`src/rtl/sta_mgmt_pkg.sv`:
```
package sta_mgmt_pkg;

    typedef enum logic [1:0] {
        ST_IDLE,
        ST_PREAMBLE,
        ST_FRAME
    } sta_state_t;

    localparam int WORD_W    = 32;
    localparam int SEL_W     = 3;
    localparam int IDX_W     = 5;
    localparam int DATA_BITS = 16;
    localparam int READ_POS  = 29;
    localparam int TA_HI_POS = 17;

    // system clocks per management clock period for each select code
    function automatic logic [7:0] div_ratio(input logic [SEL_W-1:0] code);
        logic [7:0] r;
        case (code)
            3'd0:    r = 8'd8;
            3'd1:    r = 8'd16;
            3'd2:    r = 8'd32;
            3'd3:    r = 8'd48;
            3'd4:    r = 8'd64;
            3'd5:    r = 8'd96;
            3'd6:    r = 8'd128;
            default: r = 8'd224;
        endcase
        return r;
    endfunction

endpackage

```
`src/rtl/sta_mdc_div.sv`:
```
module sta_mdc_div
    import sta_mgmt_pkg::*;
#(
    parameter int CNT_W = 8
) (
    input  logic             clk,
    input  logic             rst_n,
    input  logic             run,
    input  logic [SEL_W-1:0] div_sel,
    output logic             mdc,
    output logic             rise,
    output logic             fall
);

    logic [CNT_W-1:0] half_q;
    logic [CNT_W-1:0] cnt_q;
    logic             mdc_q;
    logic             flip;

    assign flip = run && (cnt_q == half_q - CNT_W'(1));
    assign rise = flip && !mdc_q;
    assign fall = flip && mdc_q;
    assign mdc  = mdc_q;

    always_ff @(posedge clk) begin
        if (!rst_n) begin
            half_q <= CNT_W'(div_ratio('0) >> 1);
            cnt_q  <= '0;
            mdc_q  <= 1'b0;
        end else if (!run) begin
            half_q <= CNT_W'(div_ratio(div_sel) >> 1);
            cnt_q  <= '0;
            mdc_q  <= 1'b0;
        end else if (flip) begin
            cnt_q  <= '0;
            mdc_q  <= ~mdc_q;
        end else begin
            cnt_q  <= cnt_q + CNT_W'(1);
        end
    end

endmodule

```
`src/rtl/sta_frame_seq.sv`:
```
module sta_frame_seq
    import sta_mgmt_pkg::*;
(
    input  logic              clk,
    input  logic              rst_n,
    input  logic              start,
    input  logic              port_en,
    input  logic              rise,
    input  logic              fall,
    input  logic [WORD_W-1:0] word,
    output logic              busy,
    output logic              mdio_o,
    output logic              mdio_oe,
    output logic              cap_en
);

    sta_state_t       state_q, state_d;
    logic [IDX_W-1:0] idx_q, idx_d;
    logic             is_read;
    logic             rx_window;

    assign is_read   = word[READ_POS];
    assign rx_window = is_read && (idx_q <= IDX_W'(TA_HI_POS));
    assign busy      = (state_q != ST_IDLE);

    always_ff @(posedge clk) begin
        if (!rst_n) begin
            state_q <= ST_IDLE;
            idx_q   <= '0;
        end else begin
            state_q <= state_d;
            idx_q   <= idx_d;
        end
    end

    always_comb begin
        state_d = state_q;
        idx_d   = idx_q;
        unique case (state_q)
            ST_IDLE: begin
                if (start) begin
                    state_d = ST_PREAMBLE;
                    idx_d   = '1;
                end
            end
            ST_PREAMBLE: begin
                if (!port_en) begin
                    state_d = ST_IDLE;
                end else if (fall) begin
                    if (idx_q == '0) begin
                        state_d = ST_FRAME;
                        idx_d   = '1;
                    end else begin
                        idx_d   = idx_q - IDX_W'(1);
                    end
                end
            end
            ST_FRAME: begin
                if (!port_en) begin
                    state_d = ST_IDLE;
                end else if (fall) begin
                    if (idx_q == '0) begin
                        state_d = ST_IDLE;
                    end else begin
                        idx_d   = idx_q - IDX_W'(1);
                    end
                end
            end
            default: state_d = ST_IDLE;
        endcase
    end

    always_comb begin
        mdio_o  = 1'b1;
        mdio_oe = 1'b0;
        cap_en  = 1'b0;
        unique case (state_q)
            ST_IDLE: begin
                mdio_o  = 1'b1;
                mdio_oe = 1'b0;
            end
            ST_PREAMBLE: begin
                mdio_o  = 1'b1;
                mdio_oe = 1'b1;
            end
            ST_FRAME: begin
                mdio_oe = !rx_window;
                mdio_o  = rx_window ? 1'b1 : word[idx_q];
                cap_en  = rise && is_read && (idx_q < IDX_W'(DATA_BITS));
            end
            default: begin
                mdio_o  = 1'b1;
                mdio_oe = 1'b0;
            end
        endcase
    end

endmodule

```
`src/rtl/sta_mgmt_engine.sv`:
```
module sta_mgmt_engine
    import sta_mgmt_pkg::*;
#(
    parameter int CNT_W = 8
) (
    input  logic              clk,
    input  logic              rst_n,
    input  logic              port_en,
    input  logic [SEL_W-1:0]  div_sel,
    input  logic              wr_en,
    input  logic [WORD_W-1:0] wr_data,
    output logic [WORD_W-1:0] rd_data,
    output logic              idle,
    output logic              mdc,
    output logic              mdio_o,
    output logic              mdio_oe,
    input  logic              mdio_i
);

    logic [WORD_W-1:0] maint_q;
    logic              busy;
    logic              accept;
    logic              run;
    logic              rise;
    logic              fall;
    logic              cap_en;

    assign accept  = wr_en && port_en && !busy;
    assign run     = busy && port_en;
    assign idle    = !busy;
    assign rd_data = maint_q;

    always_ff @(posedge clk) begin
        if (!rst_n) begin
            maint_q <= '0;
        end else if (accept) begin
            maint_q <= wr_data;
        end else if (cap_en) begin
            maint_q[DATA_BITS-1:0] <= {maint_q[DATA_BITS-2:0], mdio_i};
        end
    end

    sta_mdc_div #(.CNT_W(CNT_W)) u_div (
        .clk     (clk),
        .rst_n   (rst_n),
        .run     (run),
        .div_sel (div_sel),
        .mdc     (mdc),
        .rise    (rise),
        .fall    (fall)
    );

    sta_frame_seq u_seq (
        .clk     (clk),
        .rst_n   (rst_n),
        .start   (accept),
        .port_en (port_en),
        .rise    (rise),
        .fall    (fall),
        .word    (maint_q),
        .busy    (busy),
        .mdio_o  (mdio_o),
        .mdio_oe (mdio_oe),
        .cap_en  (cap_en)
    );

endmodule

```
`config.mk`:
```
export PLATFORM = sky130hd
export DESIGN_NAME = sta_mgmt_engine
export DESIGN_NICKNAME = d
export VERILOG_FILES = /design/src/rtl/sta_mgmt_pkg.sv /design/src/rtl/sta_mdc_div.sv /design/src/rtl/sta_frame_seq.sv /design/src/rtl/sta_mgmt_engine.sv
export SDC_FILE = /design/constraint.sdc
export NUM_CORES = 1
export LEC_CHECK = 0
export BUFFER_PORTS_ARGS = -buffer_cell sky130_fd_sc_hd__buf_4
export CORE_MARGIN = 1.5
export CORE_UTILIZATION = 55
export DETAILED_ROUTE_END_ITERATION = 8
export HOLD_SLACK_MARGIN = 0.12
export PLACE_DENSITY = 0.92
export RECOVER_POWER = 50
export SKIP_LAST_GASP = 1
export SLEW_MARGIN = 40
export SYNTH_ARGS = -nofsm -noshare
export SYNTH_HDL_FRONTEND = slang
export SYNTH_SLANG_ARGS = --single-unit
export TNS_END_PERCENT = 50
```
`constraint.sdc`:
```
create_clock -name clk -period 4 [get_ports clk]
set_input_delay 0.8 -clock clk [delete_from_list [all_inputs] [get_ports clk]]
set_output_delay 0.8 -clock clk [all_outputs]
set_load 0.005 [all_outputs]
```
==> summary.txt, run 1 <==
post-synth top area cell - dfxtp_1
period utilization - 83.86%
largest stage delay on the critical path - 0.78 ns
DP HPWL - 5219 µm
max-slew violations - 0
DR DRC count - 0
Post-CTS Resized - 0
Netlist cell types - 48
Setup Total Neg Slack - 0 ns
Placed Cells - 437
VDD IR-drop max - 0.2494 mV
P_int - 1.003 mW
sequential area share after synthesis - 36.65%
clk buf depth - 2
fin crit period - 3.354 ns
1st-pass router iterations - 4
outcome - finished clean
Gate power share - 30.0%
FFs w/ async S/R, synth - 0%
crit path DAT - 2.55 ns
DRT iter0 DRCs - 319
Top FF cell, synth - dfxtp_1
area grow syn2layout - 22.82%
syn avg cell area - 9.370 µm²
core area - 5075 µm²
GR Util All Layers - 25.40%
layout cells sized above 1 - 26.93%
pin count of the biggest net entering global routing - 49
Crit. End Element - output port
Post-Layout Cell Count - 445
Initial Util - 57.05%
vias in the first global route - 2353
switching pwr - 506.0 µW
postcts setup bufs - 0
Seq cells post-synth - 53
RSZ-0062 raised after global routing - no
# clock sinks - 53
final wirelength - 7328 µm
Post-CTS Hold Fix Bufs - 0
Max Freq - 0.2981 GHz
Die H - 75.56 µm
wire per inst - 16.47 µm
Max-cap violations - 0
Cells after Synth - 309
Worst Tran Pin Value - 0.6896 ns
Worst Setup Start Kind - flop
Max FO, Critical Path - 13
die area - 5709 µm²
htree depth - 2
Switching Share - 33.53%
Synth area leaders - dfxtp_1 37%, mux4_2 7.0%, nand2_1 6.9%
Crit Path Class - reg2out
global route overflow - 0
Clk Latency, worst-skew pair - 0.32 ns
diodes inserted - 0
power share of the sequential group - 45.5%
CTS tree - done
CTS Buf Count - 5
CP delay by family, top - flip-flops
Avg Vias per Cell - 5.903
commonest cells after routing, fill and taps aside - 53 x nand2_1, 53 x dfxtp_1, 43 x buf_4
# setup viols final - 0
worst min path class - reg2reg
Worst path slowest cell - dfxtp_1
Buffers on Ports - 75
synth warn - 0
antenna violations before repair - 0
Synth top area share - 36.65%
Synth Net Count - 357
Slew HR - 53.97%
Nets - 422
IO Pins - 76
synthesized cell area - 2895 µm²
Buffers & Inverters on Critical Path - 1
EDFF count, synth - 0
Critical Path RT - 3.20 ns
GP Congestion - 0.8794
LEAKAGE - 1.427 nW
# rows - 26
Root Buffer - clkbuf_8
first-pass GRT wire length - 11050 µm
final hold violations - 0
clock group share of total power - 24.5%
ANT nets after route - 0
Worst Skew - 0.01149 ns
Worst-path clk slew - 0.10 ns
CP Cell Sequence - mux4_2 > nor2b_1 > a211oi_1 > a31oi_1 > mux2i_1 > nand2_1 > buf_4
die width - 75.56 µm
Power Dens Cells - 424.4 nW/µm²
via count - 2627
cells in the mapped netlist (all sizes together), types with 2 or more instances:
library cell and instances:
or2 3, dfxtp 53, nor2b 2, a211oi 3, inv 7, nor2 15, nor4 3, o21ai 10
nand2b 2, xor2 8, buf 5, o221a 15, xnor2 4, nand3 15, ha 8, or3 2
o31ai 2, and3 7, mux4 9, a21boi 22, nor3 3, o211ai 2, dlygate4sd3 2, nand2 54
mux2i 6, a31oi 4, a21oi 6, o21a 17, clkbuf 11, and2 2
registers in the layout, indices dropped and copies added (netlist names):
name,flops
u_div.half_q,5
u_div.cnt_q,8
rd_data,32
u_seq.idx_q,5
u_div.mdc,1
u_seq.state_q,2
power groups by stage:
| stage | clock (mW) | sequential [mW] | combinational, mW |
|---|---|---|---|
| after CTS | 0.372 | 0.685 | 0.455 |
| after floorplan | 0 | 0.642 | 0.344 |
| after detailed placement | 0 | 0.696 | 0.452 |
| after global placement | 0 | 0.689 | 0.432 |
| after global routing | 0.390 | 0.697 | 0.496 |
| final | 0.370 | 0.687 | 0.452 |
metal layers:
metal	routed length, µm	up-vias	GRT usage [%]
li1	-	1248	-
met1	2989	1245	30.81
met2	3747	115	44.44
met3	428	19	5.556
met4	163	0	8.929
met5	0	-	0
cells by family after synthesis:
| family | Yosys count | synth area share (%) |
|---|---|---|
| AO/OA/AOI/OAI | 84 | 23.08 |
| multiplexers | 15 | 9.075 |
| buffers and inverters | 25 | 4.278 |
| AND/OR/NAND/NOR | 112 | 19.58 |
| adder cells (fa/ha/maj) | 8 | 3.457 |
| flip-flops | 53 | 36.65 |
| XOR/XNOR | 12 | 3.890 |
final timing paths:
kind / start / to / slack [ns] / cells past startpoint
setup / recovery: u_seq.idx_q[0]$_SDFFE_PN0P_ / mdio_o / 0.65 / 7
hold / removal: u_div.cnt_q[0]$_SDFF_PP0_ / u_div.cnt_q[0]$_SDFF_PP0_ / 0.48 / 1
setup reg to reg: u_div.half_q[2]$_SDFFE_PN1N_ / rd_data[11]$_SDFFE_PN0P_ / 1.64 / 8
hold reg to reg: u_div.cnt_q[0]$_SDFF_PP0_ / u_div.cnt_q[0]$_SDFF_PP0_ / 0.48 / 1
worst reg2reg max path: cells and delay by family, from the launching register on:
kind	cells	cell delay [ns]
compound gates	3	0.88
simple gates	3	0.66
flops	1	0.45
fa+ha+maj	1	0.21
buf+inv	1	0.09
metrics by stage:
step | total power, mW | hold slack (ns) | util, % | area, µm² | setup WS (ns)
after floorplan | 0.9865 | 0.4373 | - | 2895 | 1.404
after global placement | 1.121 | 0.4510 | 68.10 | 3456 | 1.124
after detailed placement | 1.148 | 0.4590 | 68.10 | 3456 | 0.9884
after CTS | 1.512 | 0.4817 | 70.29 | 3567 | 0.6358
after global routing | 1.583 | 0.5217 | 70.07 | 3556 | 0.5165
final | 1.509 | 0.4813 | 70.07 | 3556 | 0.6458
cell type report:
| type | count | area [µm²] |
|---|---|---|
| Clock buffer | 6 | 72.57 |
| Clock inverter | 2 | 38.79 |
| Fill cell | 391 | 1519 |
| Inverter | 7 | 26.28 |
| Multi-Input combinational cell | 231 | 1710 |
| Sequential cell | 53 | 1061 |
| Tap cell | 70 | 87.58 |
| Timing Repair Buffer | 76 | 559.3 |
No activity file was read; power rests on OpenSTA's default activity.
==> run 2, diff against run 1 <==
ABC_AREA = 1   (was unset)
CORE_UTILIZATION = 54   (was 55)
PLACE_DENSITY = 0.89   (was 0.92)
clock period = 3.1 ns   (was 4 ns; I/O delays follow)
==> run 2 against run 1 <==
Net effect:
- sequential power up 35%
- power increased by 74%
- area after synthesis increased by 9.1%
- cell count up 38%
- critical endpoint unchanged
- core utilization is 1.4 points lower
- largest cell class unchanged
- sequential share of layout area decreased by 2.1 points
- first-iteration DRC count shrank 15%
- via count is 25% higher
- critical path depth grew 2
==> summary.txt, run 2 <==
outcome - finished clean
Worst Setup Start Kind - flop
Max-cap violations - 0 (unchanged)
Synth top area share - 33.58% (-3.1 points)
# setup viols final - 0 (unchanged)
Buffers & Inverters on Critical Path - 3 (+2)
Power Dens Cells - 686.3 nW/µm² (+62%)
DR DRC count - 0 (unchanged)
first-pass GRT wire length - 13170 µm (+19%)
IO Pins - 76 (unchanged)
Compound-Gate Fraction of Synth Area - 15.45% (-7.6 points)
Slew HR - 20.07% (-34 points)
# clock sinks - 53 (unchanged)
Crit. End Element - output port
Cells after Synth - 475 (+54%)
Netlist cell types - 32 (-33%)
# rows - 27 (+3.8%)
Setup Total Neg Slack - 0 ns (unchanged)
syn avg cell area - 6.651 µm² (-29%)
Buffers on Ports - 75 (unchanged)
core area - 5574 µm² (+9.8%)
Initial Util - 56.68% (-0.37 points)
commonest cells after routing, fill and taps aside - 93 x nand2_1, 68 x nor2_1, 57 x inv_1
synthesized cell area - 3159 µm² (+9.1%)
via count - 3280 (+25%)
Max FO, Critical Path - 20 (+7)
worst min path class - reg2reg
R2R Path End - u_seq.idx_q[2]$_SDFFE_PN0P_
Switching Share - 42.24% (+8.7 points)
area grow syn2layout - 21.19%
met2 Use GR - 44.41% (about the same)
Post-synth top cells - 93 x nand2_1, 67 x nor2_1, 57 x inv_1
P_int - 1.518 mW (+51%)
ANT nets after route - 0 (unchanged)
CP Cell Sequence - buf_4 > clkinv_1 > o21ai_0 > nand3_1 > nand3_1 > nand2_1 > o21ai_0 > nand4_1 > buf_4
die width - 79.49 µm (+5.2%)
final hold violations - 0 (unchanged)
post-synth top area cell - dfxtp_1
commonest non-fill, non-tap cell in the layout - nand2_1
RSZ-0062 raised after global routing - no
clock group share of total power - 18.6% (-5.9 points)
FF-to-FF Start - u_seq.idx_q[0]$_SDFFE_PN0P_
worst hold endpoint - u_div.cnt_q[0]$_SDFF_PP0_
antenna violations before repair - 0 (unchanged)
WHS Path Cells - 1 (unchanged)
LEAKAGE - 1.854 nW (+30%)
clk buf depth - 2 (unchanged)
Die H - 79.49 µm (+5.2%)
Max Freq - 0.3637 GHz
Seq cells post-synth - 53 (unchanged)
GP Congestion - 0.8816 (+0.25%)
CTS tree - done
met3 Use GR - 4.571% (-0.98 points)
Critical Path RT - 2.48 ns (-0.72 ns)
period utilization - 88.69%
htree depth - 2 (unchanged)
FFs w/ async S/R, synth - 0% (unchanged)
most numerous cell in the Yosys netlist - nand2_1
Post-Synth Simple-Gate Area - 35.92% (+16 points)
wire per inst - 12.80 µm (-22%)
die area - 6319 µm² (+11%)
reg2reg setup slack - 0.67 ns (-0.97 ns)
largest stage delay on the critical path - 0.36 ns (-0.42 ns)
EDFF count, synth - 0 (unchanged)
Hold Startpoint - u_div.cnt_q[0]$_SDFF_PP0_
Synth area leaders - dfxtp_1 34%, nand2_1 11%, a21oi_1 8.1%
Tot Pwr - 2.628 mW (+74%)
busiest metal layer after global routing - met2
Nets - 588 (+39%)
Gate power share - 46.1% (+16 points)
synth warn - 0 (unchanged)
postcts setup bufs - 0 (unchanged)
Avg Vias per Cell - 5.351 (-9.4%)
Synth Area in Adders - 3.168% (-0.29 points)
Crit Path Class - reg2out
Top FF cell, synth - dfxtp_1
layout cells sized above 1 - 23.11% (-3.8 points)
number of flip-flops in the largest register - 32 (unchanged)
crit path DAT - 2.13 ns (-0.42 ns)
xor/xnor share of the synthesized area - 1.109% (-2.8 points)
pin count of the biggest net entering global routing - 59 (+20%)
1st-pass router iterations - 6 (+2)
met1 Usage GRT - 32.60% (+1.8 points)
Worst Skew - 0.008277 ns (-0.003216 ns)
Worst path slowest cell - clkinv_1
Post-CTS Resized - 0 (unchanged)
CP delay by family, top - buffers and inverters
Worst-path clk slew - 0.10 ns (about the same)
fin crit period - 2.750 ns
CTS Buf Count - 5 (unchanged)
Synth Net Count - 523 (+46%)
r2r worst-path depth - 9 (+1)
mux cell area share after synthesis - 0% (-9.1 points)
vias in the first global route - 2974 (+26%)
Post-CTS Hold Fix Bufs - 0 (unchanged)
final wirelength - 7844 µm (+7.0%)
main combinational cell family by area after synthesis - simple AND/OR/NAND/NOR gates
Root Buffer - clkbuf_8
Clk Latency, worst-skew pair - 0.31 ns (about the same)
max-slew violations - 0 (unchanged)
DRT iter0 DRCs - 272 (-15%)
VDD IR-drop max - 0.3636 mV (+46%)
switching pwr - 1.110 mW (+120%)
global route overflow - 0 (unchanged)
DP HPWL - 5713 µm (+9.5%)
Worst Tran Pin Value - 1.199 ns (+0.5093 ns)
diodes inserted - 0 (unchanged)
power share of the sequential group - 35.3% (-10 points)
GR Util All Layers - 25.79% (+0.40 points)
sequential area share after synthesis - 33.58% (-3.1 points)
## run 2: cell count changes in the layout (fill, tap and decap cells not counted), sizes merged, moves of 7 or more
cell	previous run	this run
nand3	15	42
o221a	15	0
nor3	3	13
o21a	17	0
o21ai	10	38
and3	7	0
nand2	54	97
mux4	9	0
nor2	15	74
a21boi	22	1
a21oi	6	51
inv	7	61
## run 2: final cells by class
type	instances	area, µm²
inverter	63	236.5
tap	72	90.09
clock inverter	3	46.29
multi-input combinational	339	1750
fill	490	1745
sequential	53	1061
clock buffer	5	68.82
timing repair buffer	78	575.6
## run 2: worst max-delay path by stage
stage / slack, ns / cells after the start / start / end
floorplan: 1.03 / 9 / u_seq.idx_q[0]$_SDFFE_PN0P_ / mdio_o
global placement: 0.74 / 9 / u_seq.idx_q[0]$_SDFFE_PN0P_ / mdio_o
detailed placement: 0.70 / 9 / u_seq.idx_q[0]$_SDFFE_PN0P_ / mdio_o
CTS: 0.33 / 9 / u_seq.idx_q[0]$_SDFFE_PN0P_ / mdio_o
global route: 0.07 / 9 / u_seq.idx_q[0]$_SDFFE_PN0P_ / mdio_o
finish: 0.35 / 9 / u_seq.idx_q[0]$_SDFFE_PN0P_ / mdio_o
## run 2: power by group through the flow
stage / clock network [mW] / registers [mW] / logic (mW)
2_1_floorplan: 0 / 0.891 / 0.878
3_3_place_gp: 0 / 0.937 / 1.16
3_5_place_dp: 0 / 0.938 / 1.21
4_1_cts: 0.494 / 0.925 / 1.22
5_1_grt: 0.518 / 0.942 / 1.38
6_report: 0.489 / 0.928 / 1.21
## run 2: cells by family (layout without fill, tap and decap cells)
kind of cell               Yosys count  after routing
AOI/OAI and AO/OA                   94             94
adders and majority gates            8              8
DFF                                 53             53
and+or+nand+nor                    233            233
xor gates and xnor gates             4              4
buffers and inverters               83            149
## run 2: metal layers
metal	part of all wire, %	vias up
met5	0	-
met3	5.9	17
li1	-	1650
met4	1.3	0
met2	49	129
met1	44	1484
## run 2: worst register-to-register path: stages (launching register included)
cell,delay [ns]
dfxtp_1,0.32
buf_4,0.20
clkinv_1,0.36
ha_1,0.41
nand2_1,0.10
nor2_1,0.09
a211oi_2,0.44
nand2_1,0.22
nand2_1,0.11
a21oi_1,0.06
## run 2: stage by stage
| step | utilization, % | setup slack [ns] | instances | hold WS, ns | cell area [µm²] |
|---|---|---|---|---|---|
| after global placement | 67.03 | 0.7422 | 605 | 0.4279 | 3736 |
| after floorplan | - | 1.031 | 475 | 0.4176 | 3159 |
| after global routing | 68.69 | 0.07411 | 613 | 0.4771 | 3829 |
| final | 68.69 | 0.3505 | 613 | 0.4571 | 3829 |
| after CTS | 69.09 | 0.3341 | 613 | 0.4566 | 3851 |
| after detailed placement | 67.03 | 0.6957 | 605 | 0.4381 | 3736 |
==> run 3, diff against run 2 <==
CORE_UTILIZATION = 55   (was 54)
PLACE_DENSITY = 0.91   (was 0.89)
clock period = 3.4 ns   (was 3.1 ns; I/O delays follow)
==> run 3 against run 2 <==
Net effect:
- sequential power is 8.7% lower
- cell count is 0.16% lower
- global-route usage is 0.83 points higher
- non-clock buffer count is 1 lower
- via count hardly changed
- worst setup slack better by 0.14 ns
- combinational power is 9% lower
- die area is 1.8% lower
- largest cell class unchanged
==> summary.txt, run 3 (synthesis gave the netlist of run 2 again) <==
ANT nets after route - 0 (unchanged)
Max Freq - 0.3432 GHz
Crit Path Class - reg2out
Max-cap violations - 0 (unchanged)
Post-CTS Hold Fix Bufs - 0 (unchanged)
vias in the first global route - 3112 (+4.6%)
# rows - 27 (unchanged)
Hold Startpoint - u_div.cnt_q[0]$_SDFF_PP0_
final hold violations - 0 (unchanged)
Critical Path RT - 2.72 ns (+0.24 ns)
max-slew violations - 0 (unchanged)
# clock sinks - 53 (unchanged)
area of the multi-input gates - 1743 µm² (-0.43%)
LEAKAGE - 1.845 nW (-0.49%)
worst min path class - reg2reg
global route overflow - 0 (unchanged)
Post-CTS Resized - 0 (unchanged)
die width - 78.79 µm (-0.88%)
Worst Setup Start Kind - flop
postcts setup bufs - 0 (unchanged)
fill count - 482 (-1.6%)
CP endpoint - mdio_o
antenna violations before repair - 0 (unchanged)
FF+latch area - 1061 µm² (unchanged)
commonest non-fill, non-tap cell in the layout - nand2_1
RSZ-0062 raised after global routing - no
Crit. End Element - output port
Final Util - 68.54% (-0.15 points)
Nets - 587 (-0.17%)
crit path DAT - 2.23 ns (+0.10 ns)
Max FO, Critical Path - 20 (unchanged)
Buffers on Ports - 75 (unchanged)
pre-CTS setup slack - 0.8933 ns (+0.1976 ns)
Worst Skew - 0.01145 ns (+0.003172 ns)
Power Dens Cells - 615.6 nW/µm² (-10%)
Initial Util - 57.02% (+0.35 points)
layout cells sized above 1 - 23.15% (+0.043 points)
reg2reg setup slack - 0.88 ns (+0.21 ns)
clk buf depth - 2 (unchanged)
Root Buffer - clkbuf_8
R2R Path End - rd_data[1]$_SDFFE_PN0P_
DRT iter0 DRCs - 195 (-28%)
CTS Buf Count - 5 (unchanged)
area grow syn2layout - 20.20%
via count - 3278 (-0.061%)
Die H - 78.79 µm (-0.88%)
CP startpoint - u_seq.idx_q[0]$_SDFFE_PN0P_
Clk Latency, worst-skew pair - 0.32 ns (about the same)
r2r worst-path depth - 12 (+3)
post-route setup slack - 0.4860 ns (+0.1355 ns)
# setup viols final - 0 (unchanged)
number of flip-flops in the largest register - 32 (unchanged)
htree depth - 2 (unchanged)
commonest cells after routing, fill and taps aside - 93 x nand2_1, 69 x nor2_1, 56 x inv_1
CTS tree - done
wire per inst - 12.90 µm (+0.84%)
Tot Pwr - 2.338 mW (-11%)
core area - 5540 µm² (-0.61%)
GP Congestion - 0.8697 (-1.3%)
FF-to-FF Start - u_seq.state_q[1]$_SDFFE_PN0P_
WHS Path Cells - 1 (unchanged)
GR Util All Layers - 26.62% (+0.83 points)
Worst-path clk slew - 0.11 ns (about the same)
pin count of the biggest net entering global routing - 59 (unchanged)
first-pass GRT wire length - 13380 µm (+1.6%)
DP HPWL - 5662 µm (-0.89%)
VDD IR-drop max - 0.3340 mV (-8.1%)
period utilization - 85.71%
outcome - finished clean
Avg Vias per Cell - 5.356 (+0.10%)
die area - 6208 µm² (-1.8%)
IO Pins - 76 (unchanged)
final wirelength - 7897 µm (+0.68%)
fin crit period - 2.914 ns
DR DRC count - 0 (unchanged)
Slew HR - 17.98% (-2.1 points)
Hold WS - 0.4517 ns (-0.005407 ns)
1st-pass router iterations - 5 (-1)
diodes inserted - 0 (unchanged)
Worst Tran Pin Value - 1.230 ns (+0.03139 ns)
Setup Total Neg Slack - 0 ns (unchanged)
[run 3: changes by cell type in the layout (fill, tap and decap cells not counted), sizes merged]
cell      before  now
bufinv         1    0
buf           44   43
clkinvlp       1    0
inv           61   62
clkinv         3    4
[run 3: worst min-delay path by stage]
stage,slack [ns],endpoint
floorplan,0.42,u_div.cnt_q[0]$_SDFF_PP0_
global placement,0.43,u_div.cnt_q[0]$_SDFF_PP0_
detailed placement,0.44,u_div.cnt_q[0]$_SDFF_PP0_
CTS,0.46,u_div.cnt_q[0]$_SDFF_PP0_
global route,0.48,u_div.cnt_q[0]$_SDFF_PP0_
finish,0.45,u_div.cnt_q[0]$_SDFF_PP0_
[run 3: critical path, cell delays in order, from the launching register on]
cell	delay (ns)
dfxtp_1	0.34
buf_4	0.21
clkinv_1	0.37
o21ai_0	0.27
nand3_1	0.09
nand3_1	0.09
nand2_1	0.05
o21ai_0	0.21
nand4_1	0.12
buf_4	0.15
[run 3: layout make-up]
type	count	share of cell area, %
multi-input combinational	339	45.90
sequential	53	27.94
timing repair buffer	77	15.06
inverter	63	6.227
tap	72	2.372
clock buffer	5	1.812
clock inverter	3	0.6919
[run 3: routing by layer]
metal	global-route usage, %	wire length (µm)	up-vias
met2	47.84	3944	125
met1	32.69	3367	1497
met4	7.143	70	0
met5	0	0	-
li1	-	-	1647
met3	4.483	515	9
[run 3: metrics by stage]
stage	cell area (µm²)	cells
4_1_cts	3824	612
5_1_grt	3797	612
3_3_place_gp	3729	604
2_1_floorplan	3159	475
6_report	3797	612
3_5_place_dp	3729	604
[run 3: power breakdown]
group / total (mW) / internal (mW) / leakage [nW] / switching (mW)
registers: 0.847 / 0.726 / 0.434 / 0.122
clock network: 0.389 / 0.151 / 0.0487 / 0.238
logic: 1.10 / 0.436 / 1.36 / 0.666
total: 2.34 / 1.31 / 1.85 / 1.03
